===== config.mk =====
export PLATFORM = sky130hd
export DESIGN_NAME = stat_mirror_scanner
export DESIGN_NICKNAME = d
export VERILOG_FILES = /design/src/rtl/sms_pkg.sv /design/src/rtl/sms_pacer.sv /design/src/rtl/sms_chunk_reader.sv /design/src/rtl/sms_burst_writer.sv /design/src/rtl/stat_mirror_scanner.sv
export SDC_FILE = /design/constraint.sdc
export NUM_CORES = 1
export LEC_CHECK = 0
export ABC_AREA = 0
export CAP_MARGIN = 20
export CORE_ASPECT_RATIO = 1.5
export CORE_MARGIN = 4
export CORE_UTILIZATION = 35
export CTS_BUF_LIST = sky130_fd_sc_hd__clkbuf_8
export DETAILED_ROUTE_END_ITERATION = 10
export DONT_BUFFER_PORTS = 1
export GPL_TIMING_DRIVEN = 0
export SYNTH_ARGS = -nofsm -noshare
export SYNTH_HDL_FRONTEND = slang
export SYNTH_HIERARCHICAL = 1
export SYNTH_SLANG_ARGS = --single-unit

===== constraint.sdc =====
create_clock -name clk -period 5.5 [get_ports clk]
set_input_delay 0.55 -clock clk [delete_from_list [all_inputs] [get_ports clk]]
set_output_delay 0.55 -clock clk [all_outputs]
set_load 0.005 [all_outputs]

===== src/rtl/sms_pkg.sv =====
package sms_pkg;

   typedef enum logic [1:0] {
      SC_IDLE  = 2'd0,
      SC_READ  = 2'd1,
      SC_BURST = 2'd2,
      SC_WAIT  = 2'd3
   } scan_state_e;

   function automatic int larger_of(input int a, input int b);
      return (a > b) ? a : b;
   endfunction

endpackage


===== src/rtl/sms_pacer.sv =====
module sms_pacer #(
   parameter int IW = 24
) (
   input  logic          clk,
   input  logic          rst_n,
   input  logic [IW-1:0] interval,
   output logic          tick
);

   logic [IW-1:0] tcnt;
   logic [IW-1:0] span;

   assign span = (interval == '0) ? IW'(1) : interval;
   assign tick = (tcnt >= span - IW'(1));

   always_ff @(posedge clk or negedge rst_n) begin
      if (!rst_n)    tcnt <= '0;
      else if (tick) tcnt <= '0;
      else           tcnt <= tcnt + IW'(1);
   end

   // with a span above one, two ticks never fall on adjacent cycles
   p_tick_spacing_r2: assert property (@(posedge clk) disable iff (!rst_n)
      (tick && interval > IW'(1)) |=> !tick);

endmodule


===== src/rtl/sms_chunk_reader.sv =====
module sms_chunk_reader #(
   parameter int DW     = 32,
   parameter int CHUNK  = 8,
   parameter int NCH_C  = 64,
   parameter int NCH_R  = 8,
   parameter int CW     = 7,
   parameter int LAW    = 9
) (
   input  logic                       clk,
   input  logic                       rst_n,
   input  logic                       active,
   input  logic [CW-1:0]              chunk,
   input  logic                       fg_busy,
   input  logic [DW-1:0]              st_rd_data,
   output logic                       st_rd_en,
   output logic                       st_rd_bank,
   output logic [LAW-1:0]             st_rd_addr,
   output logic                       done,
   output logic [CHUNK-1:0][DW-1:0]   words
);

   localparam int CHW = $clog2(CHUNK);
   localparam logic [CHW:0] FULL = (CHW+1)'(CHUNK);

   logic [CHW:0]   issued;
   logic           cap_vld;
   logic [CHW-1:0] cap_idx;
   logic [CW-1:0]  rel;
   logic           wants;

   generate
      if (NCH_R > 0) begin : g_two_banks
         logic in_regs;
         assign in_regs    = (chunk >= CW'(NCH_C));
         assign st_rd_bank = in_regs;
         assign rel        = in_regs ? (chunk - CW'(NCH_C)) : chunk;
      end else begin : g_one_bank
         assign st_rd_bank = 1'b0;
         assign rel        = chunk;
      end
   endgenerate

   assign wants      = active && (issued < FULL);
   assign st_rd_en   = wants && !fg_busy;
   assign st_rd_addr = LAW'({rel, issued[CHW-1:0]});
   assign done       = active && (issued == FULL) && !cap_vld;

   always_ff @(posedge clk or negedge rst_n) begin
      if (!rst_n) begin
         issued  <= '0;
         cap_vld <= 1'b0;
         cap_idx <= '0;
         words   <= '0;
      end else begin
         cap_vld <= st_rd_en;
         cap_idx <= issued[CHW-1:0];
         if (!active)       issued <= '0;
         else if (st_rd_en) issued <= issued + (CHW+1)'(1);
         if (cap_vld)       words[cap_idx] <= st_rd_data;
      end
   end

   // the read position never runs past the end of a piece
   p_issue_bound_r4: assert property (@(posedge clk) disable iff (!rst_n)
      issued <= FULL);
   // while the foreground holds the port, the read position is frozen
   p_hold_when_busy_r4: assert property (@(posedge clk) disable iff (!rst_n)
      (active && fg_busy) |=> issued == $past(issued));
   // every granted read is captured in the following cycle
   p_capture_follows_r5: assert property (@(posedge clk) disable iff (!rst_n)
      st_rd_en |=> cap_vld);

endmodule


===== src/rtl/sms_burst_writer.sv =====
module sms_burst_writer #(
   parameter int DW    = 32,
   parameter int CHUNK = 8,
   parameter int CW    = 7,
   parameter int EAW   = 24
) (
   input  logic                     clk,
   input  logic                     rst_n,
   input  logic                     active,
   input  logic [CW-1:0]            chunk,
   input  logic [EAW-1:0]           ext_base,
   input  logic [CHUNK-1:0][DW-1:0] words,
   output logic                     ext_wvalid,
   output logic [EAW-1:0]           ext_waddr,
   output logic [DW-1:0]            ext_wdata,
   output logic                     ext_wlast,
   output logic                     burst_end
);

   localparam int CHW = $clog2(CHUNK);

   logic [CHW-1:0] beat;
   logic [EAW-1:0] addr_q;

   always_ff @(posedge clk or negedge rst_n) begin
      if (!rst_n) begin
         beat   <= '0;
         addr_q <= '0;
      end else if (!active) begin
         beat   <= '0;
         addr_q <= ext_base + EAW'({chunk, {CHW{1'b0}}});
      end else begin
         beat   <= beat + CHW'(1);
      end
   end

   assign ext_wvalid = active;
   assign ext_waddr  = addr_q;
   assign ext_wdata  = words[beat];
   assign ext_wlast  = active && (beat == CHW'(CHUNK - 1));
   assign burst_end  = ext_wlast;

   // burst address is held and beats continue until the last one
   p_addr_hold_r6: assert property (@(posedge clk) disable iff (!rst_n)
      (ext_wvalid && !ext_wlast) |=> (ext_wvalid && $stable(ext_waddr)));
   // a burst always opens on beat zero
   p_first_beat_r5: assert property (@(posedge clk) disable iff (!rst_n)
      $rose(ext_wvalid) |-> beat == '0);

endmodule


===== src/rtl/stat_mirror_scanner.sv =====
module stat_mirror_scanner
   import sms_pkg::*;
#(
   parameter int DW        = 32,
   parameter int CNT_WORDS = 512,
   parameter int REG_WORDS = 64,
   parameter int CHUNK     = 8,
   parameter int EAW       = 24,
   parameter int IW        = 24,
   parameter int LOC_AW    = 9
) (
   input  logic              clk,
   input  logic              rst_n,
   input  logic [IW-1:0]     interval_cycles,
   input  logic [EAW-1:0]    ext_base,
   input  logic              fg_busy,
   output logic              st_rd_en,
   output logic              st_rd_bank,
   output logic [LOC_AW-1:0] st_rd_addr,
   input  logic [DW-1:0]     st_rd_data,
   output logic              ext_wvalid,
   output logic [EAW-1:0]    ext_waddr,
   output logic [DW-1:0]     ext_wdata,
   output logic              ext_wlast,
   input  logic              ext_ack,
   output logic              sweep_done
);

   localparam int CHW    = $clog2(CHUNK);
   localparam int NCH_C  = CNT_WORDS / CHUNK;
   localparam int NCH_R  = REG_WORDS / CHUNK;
   localparam int NCHUNK = NCH_C + NCH_R;
   localparam int CW     = $clog2(NCHUNK);
   localparam int NEED_AW = $clog2(larger_of(CNT_WORDS, REG_WORDS));
   localparam logic [CW-1:0] LAST = CW'(NCHUNK - 1);

   generate
      if (CHUNK < 2 || (1 << CHW) != CHUNK) begin : g_bad_chunk
         $error("CHUNK must be a power of two of at least 2");
      end
      if ((CNT_WORDS % CHUNK) != 0 || (REG_WORDS % CHUNK) != 0) begin : g_bad_split
         $error("store sizes must be whole multiples of CHUNK");
      end
      if (NCH_C < 1) begin : g_no_counters
         $error("counter store must hold at least one piece");
      end
      if (LOC_AW < NEED_AW) begin : g_bad_law
         $error("LOC_AW too narrow for the local stores");
      end
      if (EAW < CW + CHW) begin : g_bad_eaw
         $error("EAW too narrow for the sweep span");
      end
   endgenerate

   scan_state_e               state;
   logic [CW-1:0]             chunk;
   logic                      pend;
   logic                      tick;
   logic                      start;
   logic                      rd_done;
   logic                      burst_end;
   logic [CHUNK-1:0][DW-1:0]  words;

   sms_pacer #(.IW(IW)) u_pacer (
      .clk      (clk),
      .rst_n    (rst_n),
      .interval (interval_cycles),
      .tick     (tick)
   );

   sms_chunk_reader #(
      .DW(DW), .CHUNK(CHUNK), .NCH_C(NCH_C), .NCH_R(NCH_R), .CW(CW), .LAW(LOC_AW)
   ) u_reader (
      .clk        (clk),
      .rst_n      (rst_n),
      .active     (state == SC_READ),
      .chunk      (chunk),
      .fg_busy    (fg_busy),
      .st_rd_data (st_rd_data),
      .st_rd_en   (st_rd_en),
      .st_rd_bank (st_rd_bank),
      .st_rd_addr (st_rd_addr),
      .done       (rd_done),
      .words      (words)
   );

   sms_burst_writer #(
      .DW(DW), .CHUNK(CHUNK), .CW(CW), .EAW(EAW)
   ) u_writer (
      .clk        (clk),
      .rst_n      (rst_n),
      .active     (state == SC_BURST),
      .chunk      (chunk),
      .ext_base   (ext_base),
      .words      (words),
      .ext_wvalid (ext_wvalid),
      .ext_waddr  (ext_waddr),
      .ext_wdata  (ext_wdata),
      .ext_wlast  (ext_wlast),
      .burst_end  (burst_end)
   );

   assign start = (state == SC_IDLE) && pend;

   always_ff @(posedge clk or negedge rst_n) begin
      if (!rst_n) begin
         state      <= SC_IDLE;
         chunk      <= '0;
         pend       <= 1'b0;
         sweep_done <= 1'b0;
      end else begin
         pend       <= tick | (pend & !start);
         sweep_done <= 1'b0;
         case (state)
            SC_IDLE:  if (pend)      state <= SC_READ;
            SC_READ:  if (rd_done)   state <= SC_BURST;
            SC_BURST: if (burst_end) state <= SC_WAIT;
            SC_WAIT: begin
               if (ext_ack) begin
                  state      <= SC_IDLE;
                  chunk      <= (chunk == LAST) ? '0 : chunk + CW'(1);
                  sweep_done <= (chunk == LAST);
               end
            end
            default: state <= SC_IDLE;
         endcase
      end
   end

   // no tick pending means the scanner stays idle
   p_start_paced_r2: assert property (@(posedge clk) disable iff (!rst_n)
      (state == SC_IDLE && !pend) |=> state == SC_IDLE);
   // piece number stays within the sweep
   p_chunk_range_r3: assert property (@(posedge clk) disable iff (!rst_n)
      chunk <= LAST);
   // without acknowledge the scanner keeps waiting on the same piece
   p_wait_for_ack_r7: assert property (@(posedge clk) disable iff (!rst_n)
      (state == SC_WAIT && !ext_ack) |=> (state == SC_WAIT && $stable(chunk)));
   // sweep pulse lasts one cycle and coincides with the wrap to piece 0
   p_done_single_r8: assert property (@(posedge clk) disable iff (!rst_n)
      sweep_done |=> !sweep_done);
   p_done_at_wrap_r8: assert property (@(posedge clk) disable iff (!rst_n)
      sweep_done |-> (chunk == '0 && state == SC_IDLE));

endmodule


# --- Word level (Yosys, flattened, before mapping) ---
# Cells that the tools add are included.
classes:
  add_sub_neg: 7
  multipliers: 0
  div: 0
  magnitude_cmp: 6
  eq_ne: 11
  shifts: 0
  muxes: 19
  bitwise_logic: 2
  n_reduce_logical: 14
op_table:
  columns: ["cell", "count"]
  rows:
  - ["256-bit bitwise mux", 1]
  - ["32-bit binary-select mux with 3-bit select", 1]
  - ["32-bit demux with 3-bit select", 1]
  - ["32-bit 2-to-1 mux", 2]
  - ["24-bit 2-to-1 mux", 2]
  - ["24-bit by 1-bit adder with 24-bit output (second input constant)", 1]
  - ["24-bit by 10-bit adder with 24-bit output", 1]
  - ["24-bit >= comparator", 1]
  - ["24-bit logical NOT", 1]
  - ["24-bit by 1-bit subtractor with 24-bit output (second input constant)", 1]
  - ["2-bit != test (second input constant)", 5]
  - ["3-bit by 4-bit less-than comparator with 1-bit output (second input constant)", 2]
  - ["2-bit 2-to-1 mux", 4]
  - ["4-bit 2-to-1 mux", 2]
  - ["2-bit one-hot mux with 4 select lines", 1]
  - ["7-bit by 1-bit adder with 7-bit output (second input constant)", 1]
  - ["7-bit == test (second input constant)", 1]
  - ["7-bit >= comparator (second input constant)", 1]
  - ["1-bit logical AND", 7]
  - ["7-bit 2-to-1 mux", 1]
  - ["6-bit 2-to-1 mux", 1]
  - ["6-bit by 1-bit subtractor with 6-bit output (second input constant)", 1]
  - ["4-bit by 1-bit adder with 4-bit output (second input constant)", 1]
  - ["2-bit == test (second input constant)", 2]
  - ["other kinds (14)", 17]
totals:
  register_bits: 326
  latchBits: 0
  ramBits: 0
  rom_bits: 0
  out_inout_bits: 70
  wordCells: 77
  mem_count: 0

# --- Logic depth before layout (Yosys ltp) ---
depth:
  word_depth: 5
  depth_mapped: 17
  depth_no_buf: 16

# --- Cells and area by module ---
# The synthesis kept the hierarchy.
by_module_without_submodules:
  columns: ["module", "n_inst", "cells_each", "area_each_um2", "seq_area_each_um2"]
  rows:
  - ["sms_chunk_reader", 1, 588, 10022.1, 6606.3]
  - ["sms_burst_writer", 1, 299, 3624.7, 675.6]
  - ["sms_pacer", 1, 244, 2153.3, 600.6]
  - ["stat_mirror_scanner", 1, 53, 608.1, 275.3]

# --- Worst setup path after synthesis ---
# OpenSTA, ideal clock, no wires.
synth_path:
  path_type: "input port to flip-flop"
  from: "input interval_cycles[15]"
  to: "register u_pacer.tcnt[10]"
  setup_time_ns: 0.136
  arrival_time_ns: 3.942
  path_slack_ns: 1.422
  stages: 16
  path_cell_list: "or4_4 > or4_4 > nor4_4 > nor2_1 > ha_1 > nand4_1 > nor2_1 > nand2_1 > xor2_1 > ha_1 > nand4_1 > nor3_1 > o2111ai_1 > a21oi_1 > clkbuf_1 > nor3_1"
synth_via:
  elab_chain_cells: 5
synth_lines:
  columns: ["element", "line_no", "source"]
  rows:
  - ["start, declared", "stat_mirror_scanner.sv:14", "input logic [IW-1:0] interval_cycles,"]
  - ["24-bit logical NOT", "sms_pacer.sv:13", "assign span = (interval == '0) ? IW'(1) : interval;"]
  - ["24-bit 2-to-1 mux *", "sms_pacer.sv:13", null]
  - ["24-bit by 1-bit subtractor with 24-bit output *", "sms_pacer.sv:14", "assign tick = (tcnt >= span - IW'(1));"]
  - ["24-bit >= comparator *", "sms_pacer.sv:14", null]
  - ["24-bit 2-to-1 mux *", "sms_pacer.sv:18", "else if (tick) tcnt <= '0;"]
  - ["end signal, assigned", "sms_pacer.sv:19", "else tcnt <= tcnt + IW'(1);"]
  - ["end, declared", "sms_pacer.sv:10", "logic [IW-1:0] tcnt;"]
# Mark *: on every way between the ends. The rest lies on a longest branch, timed or not.
# A chain may end at the register's enable or synchronous reset.

# --- Final worst setup path ---
layout_path:
  from: "input interval_cycles[15]"
  to: "register u_pacer.tcnt[13]"
# Same word-level chain as after synthesis.

==> key figures <==
Timing
  • Hold Fails Final Rpt: 326
  • Slew Limit Fails: 0
  • Slew HR: 41.4%
  • Period utilization: 79.0%
  • Fin Setup TNS: 0 ps
  • Fmax: 230 MHz
  • # setup viols final: 0
  • Final hold slack: -313 ps
  • Final Critical Period: 4340 ps
  • Clock Skew: 18.3 ps
  • RSZ-0062 raised after global routing: no
  • Worst slew pin tran: 879 ps

Critical path
  • Worst Path Required: 5930 ps
  • Kind of critical path: primary input to flop
  • Crit. Startpoint: interval_cycles[15]
  • Crit path cell chain: or4_4, or4_4, nor4_4, nor2_1, ha_1, nand4_1, nor2_1, nand2_1, xor2_1, ha_1, nand4_1, nor3_1, o2111ai_1, a21oi_1, clkbuf_1, nor3_1
  • CP startpoint kind: primary input
  • R2R setup slack: 2700 ps
  • Worst Setup EP: u_pacer/tcnt[13]
  • Slowest stage cell, crit path: a21oi_1
  • Worst EP arrival: 4780 ps
  • CP Max Fanout: 10
  • Max incr delay on CP: 590 ps
  • Reg2reg start: state[0]
  • Reg2reg end: state[1]
  • Worst Setup End Kind: flop
  • FF-to-FF path depth: 8

Final layout
  • Area growth, synth to finish: 10.7%
  • Fin util: 39.4%
  • Fraction of layout instances using a drive strength above 1: 38.6%
  • Antenna Cells: 0
  • Cell Count, Final, Fillers Out: 1,864
  • Nets: 1,365

GRT
  • Total gr overflow: 0
  • Vias in the first global route: 11,000
  • First-pass GRT wire length: 61,100 um
  • Initial antenna violation count: 0
  • Total GRT Usage: 15.3%
  • Largest net degree at the start of global routing: 327

Pwr
  • Clk network pwr share: 23.0%
  • Part of the power in registers: 44.0%
  • Switching Share: 30.5%
  • Internal power: 6090 uW
  • Combinational Power Share: 33.0%
  • Pwr/cell area: 482 mW/mm^2
  • Switch Pwr: 2670 uW
  • Leakage: 0.00761 uW
  • VDD IR max: 0.218 mV

Synth
  • #FFs+latches synth: 326
  • Post-synthesis simple-gate area fraction: 8.06%
  • Ys flop type: dfrtp_1
  • Syn nets: 1,312
  • Largest family of logic cells by synthesized area: multiplexers
  • EDFF count, synth: 0
  • Register area share after synthesis: 49.7%
  • Synth Area in XOR/XNOR: 2.62%
  • Compound-cell area share of the yosys netlist: 3.58%
  • Syn avg cell area: 13.9 um^2
  • Mux share of post-synthesis cell area: 29.3%
  • Yosys cell types: 67
  • Synthesized cell area: 0.0164 mm^2
  • Adder-Cell Fraction of Synth Area: 3.40%
  • Mapped Cells: 1,184
  • Ys async rst share: 100%
  • Ys Warns: 6

Route
  • # DRC: 0
  • DRT Pass-1 Iters: 4
  • Post-DRT Antenna Nets: 0
  • Vias per std cell: 5.33
  • Avg WL per Cell: 20.7 um
  • Routed WL: 38,600 um
  • Initial DRC Count: 398
  • Total number of vias: 9,933

Placement
  • Cells after DPL: 1,772
  • Post-DP HPWL: 25,900 um
  • Final RePlAce weighted congestion: 0.812
  • Port Buffers: 0

Die
  • Core area: 0.0461 mm^2
  • Rows: 96
  • DIE WIDTH: 185 um
  • I/O pins: 154
  • DIE HEIGHT: 273 um
  • Initial Util: 35.6%
  • Total die area: 0.0505 mm^2

Clock tree
  • Clock Latency Late Sink: 570 ps
  • H-tree depth: 2
  • CTS tree: yes
  • Clk root buf: clkbuf_8
  • CTS Buf Count: 51
  • Worst-path clk slew: 60 ps
  • Deepest clock path buffer count: 3
  • CTS sink cnt: 326
  • Resized cells post-CTS: 0
  • Setup Fix Bufs, Post-CTS: 0

Outcome
  • Failing checks: negative hold slack
  • Outcome: finished, violations left

Job
  • Max cap viols: 0

Worst hold path
  • HP Class: primary input to asynchronous set/reset pin
==> sequential cells by signal (all words and copies together), names as in the netlist <==
register	count
u_reader/words	256
u_pacer/tcnt	24
u_writer/ext_waddr	24
chunk	7
u_reader/issued	4
u_reader/cap_idx	3
u_writer/beat	3
state	2
pend	1
sweep_done	1
u_reader/cap_vld	1
==> layout by cell type, fill, tap and decap left out, types with 25 or more instances in the layout <==
cell type / synthesis / layout
ha_1: 43 / 43
nor3_1: 39 / 39
nand3_1: 25 / 25
clkbuf_8: 0 / 66
nand2_1: 33 / 33
mux2_2: 277 / 277
inv_1: 17 / 34
nor2_1: 32 / 32
buf_2: 25 / 25
dfrtp_1: 326 / 326
mux4_2: 64 / 64
xnor2_1: 27 / 27
==> kinds of logic (layout without fill, tap and decap cells) <==
group | Yosys count | in the layout
mux | 364 | 364
simple gates | 223 | 223
fa+ha+maj | 44 | 44
xor+xnor | 49 | 49
flops | 326 | 326
compound gates | 84 | 84
buf+inv | 94 | 186
==> critical path, delay by kind of cell <==
kind,cells,cell delay [ps]
AOI/OAI and AO/OA,2,760
and+or+nand+nor,10,2390
buffers and inverters,1,430
adders and majority gates,2,580
xor gates and xnor gates,1,70
==> per-layer routing <==
| metal | up-vias | GRT usage [%] | share of wire [%] |
|---|---|---|---|
| met5 | - | 0 | 0 |
| met4 | 0 | 4.23 | 2.3 |
| met3 | 60 | 4.24 | 6.4 |
| met2 | 208 | 27.5 | 53 |
| met1 | 5133 | 17.7 | 39 |
| li1 | 4532 | - | - |
==> metrics by stage <==
step	setup slack [ps]	area [um^2]	total power, uW
6_report	1160	18200	8760
3_5_place_dp	525	17100	6850
2_1_floorplan	1420	16400	6060
5_1_grt	646	18200	9360
4_1_cts	1150	18200	8930
3_3_place_gp	616	17100	6710
==> Yosys cell counts (17+ instances only) <==
cell        n  share of area [%]
buf_2      25               0.76
clkbuf_1   22               0.50
dfrtp_1   326                 50
ha_1       43                3.3
inv_1      17               0.39
mux2_1     19                1.3
mux2_2    277                 19
mux4_2     64                8.8
nand2_1    33               0.75
nand3_1    25               0.76
nor2_1     32               0.73
nor3_1     39                1.2
xnor2_1    27                1.4
xor2_1     22                1.2
==> cell type report <==
cell class              count  area [um^2]
inverters                  17         63.8
clock inverters            26          116
well taps                 588          736
flip-flops and latches    326         8160
plain buffers              77          474
multi-input cells         764         7710
clock buffers              66          908
fillers                  4395        28000
==> worst min-delay path by stage <==
stage,to,slack [ps],depth (start not counted)
global route,u_reader/words[150],-370,0
CTS,u_reader/words[182],-380,0
floorplan,chunk[0],250,0
finish,u_reader/words[150],-310,0
detailed placement,u_reader/words[221],280,0
global placement,u_reader/words[253],280,0
==> power groups by stage <==
stage          Sequential, uW  Clock, uW  Combinational [uW]
6_report                 3850       2020                2890
5_1_grt                  3960       2210                3180
4_1_cts                  3860       2110                2960
3_5_place_dp             3900          0                2950
3_3_place_gp             3830          0                2870
2_1_floorplan            3690          0                2370
(Power assumes the default switching activity.)
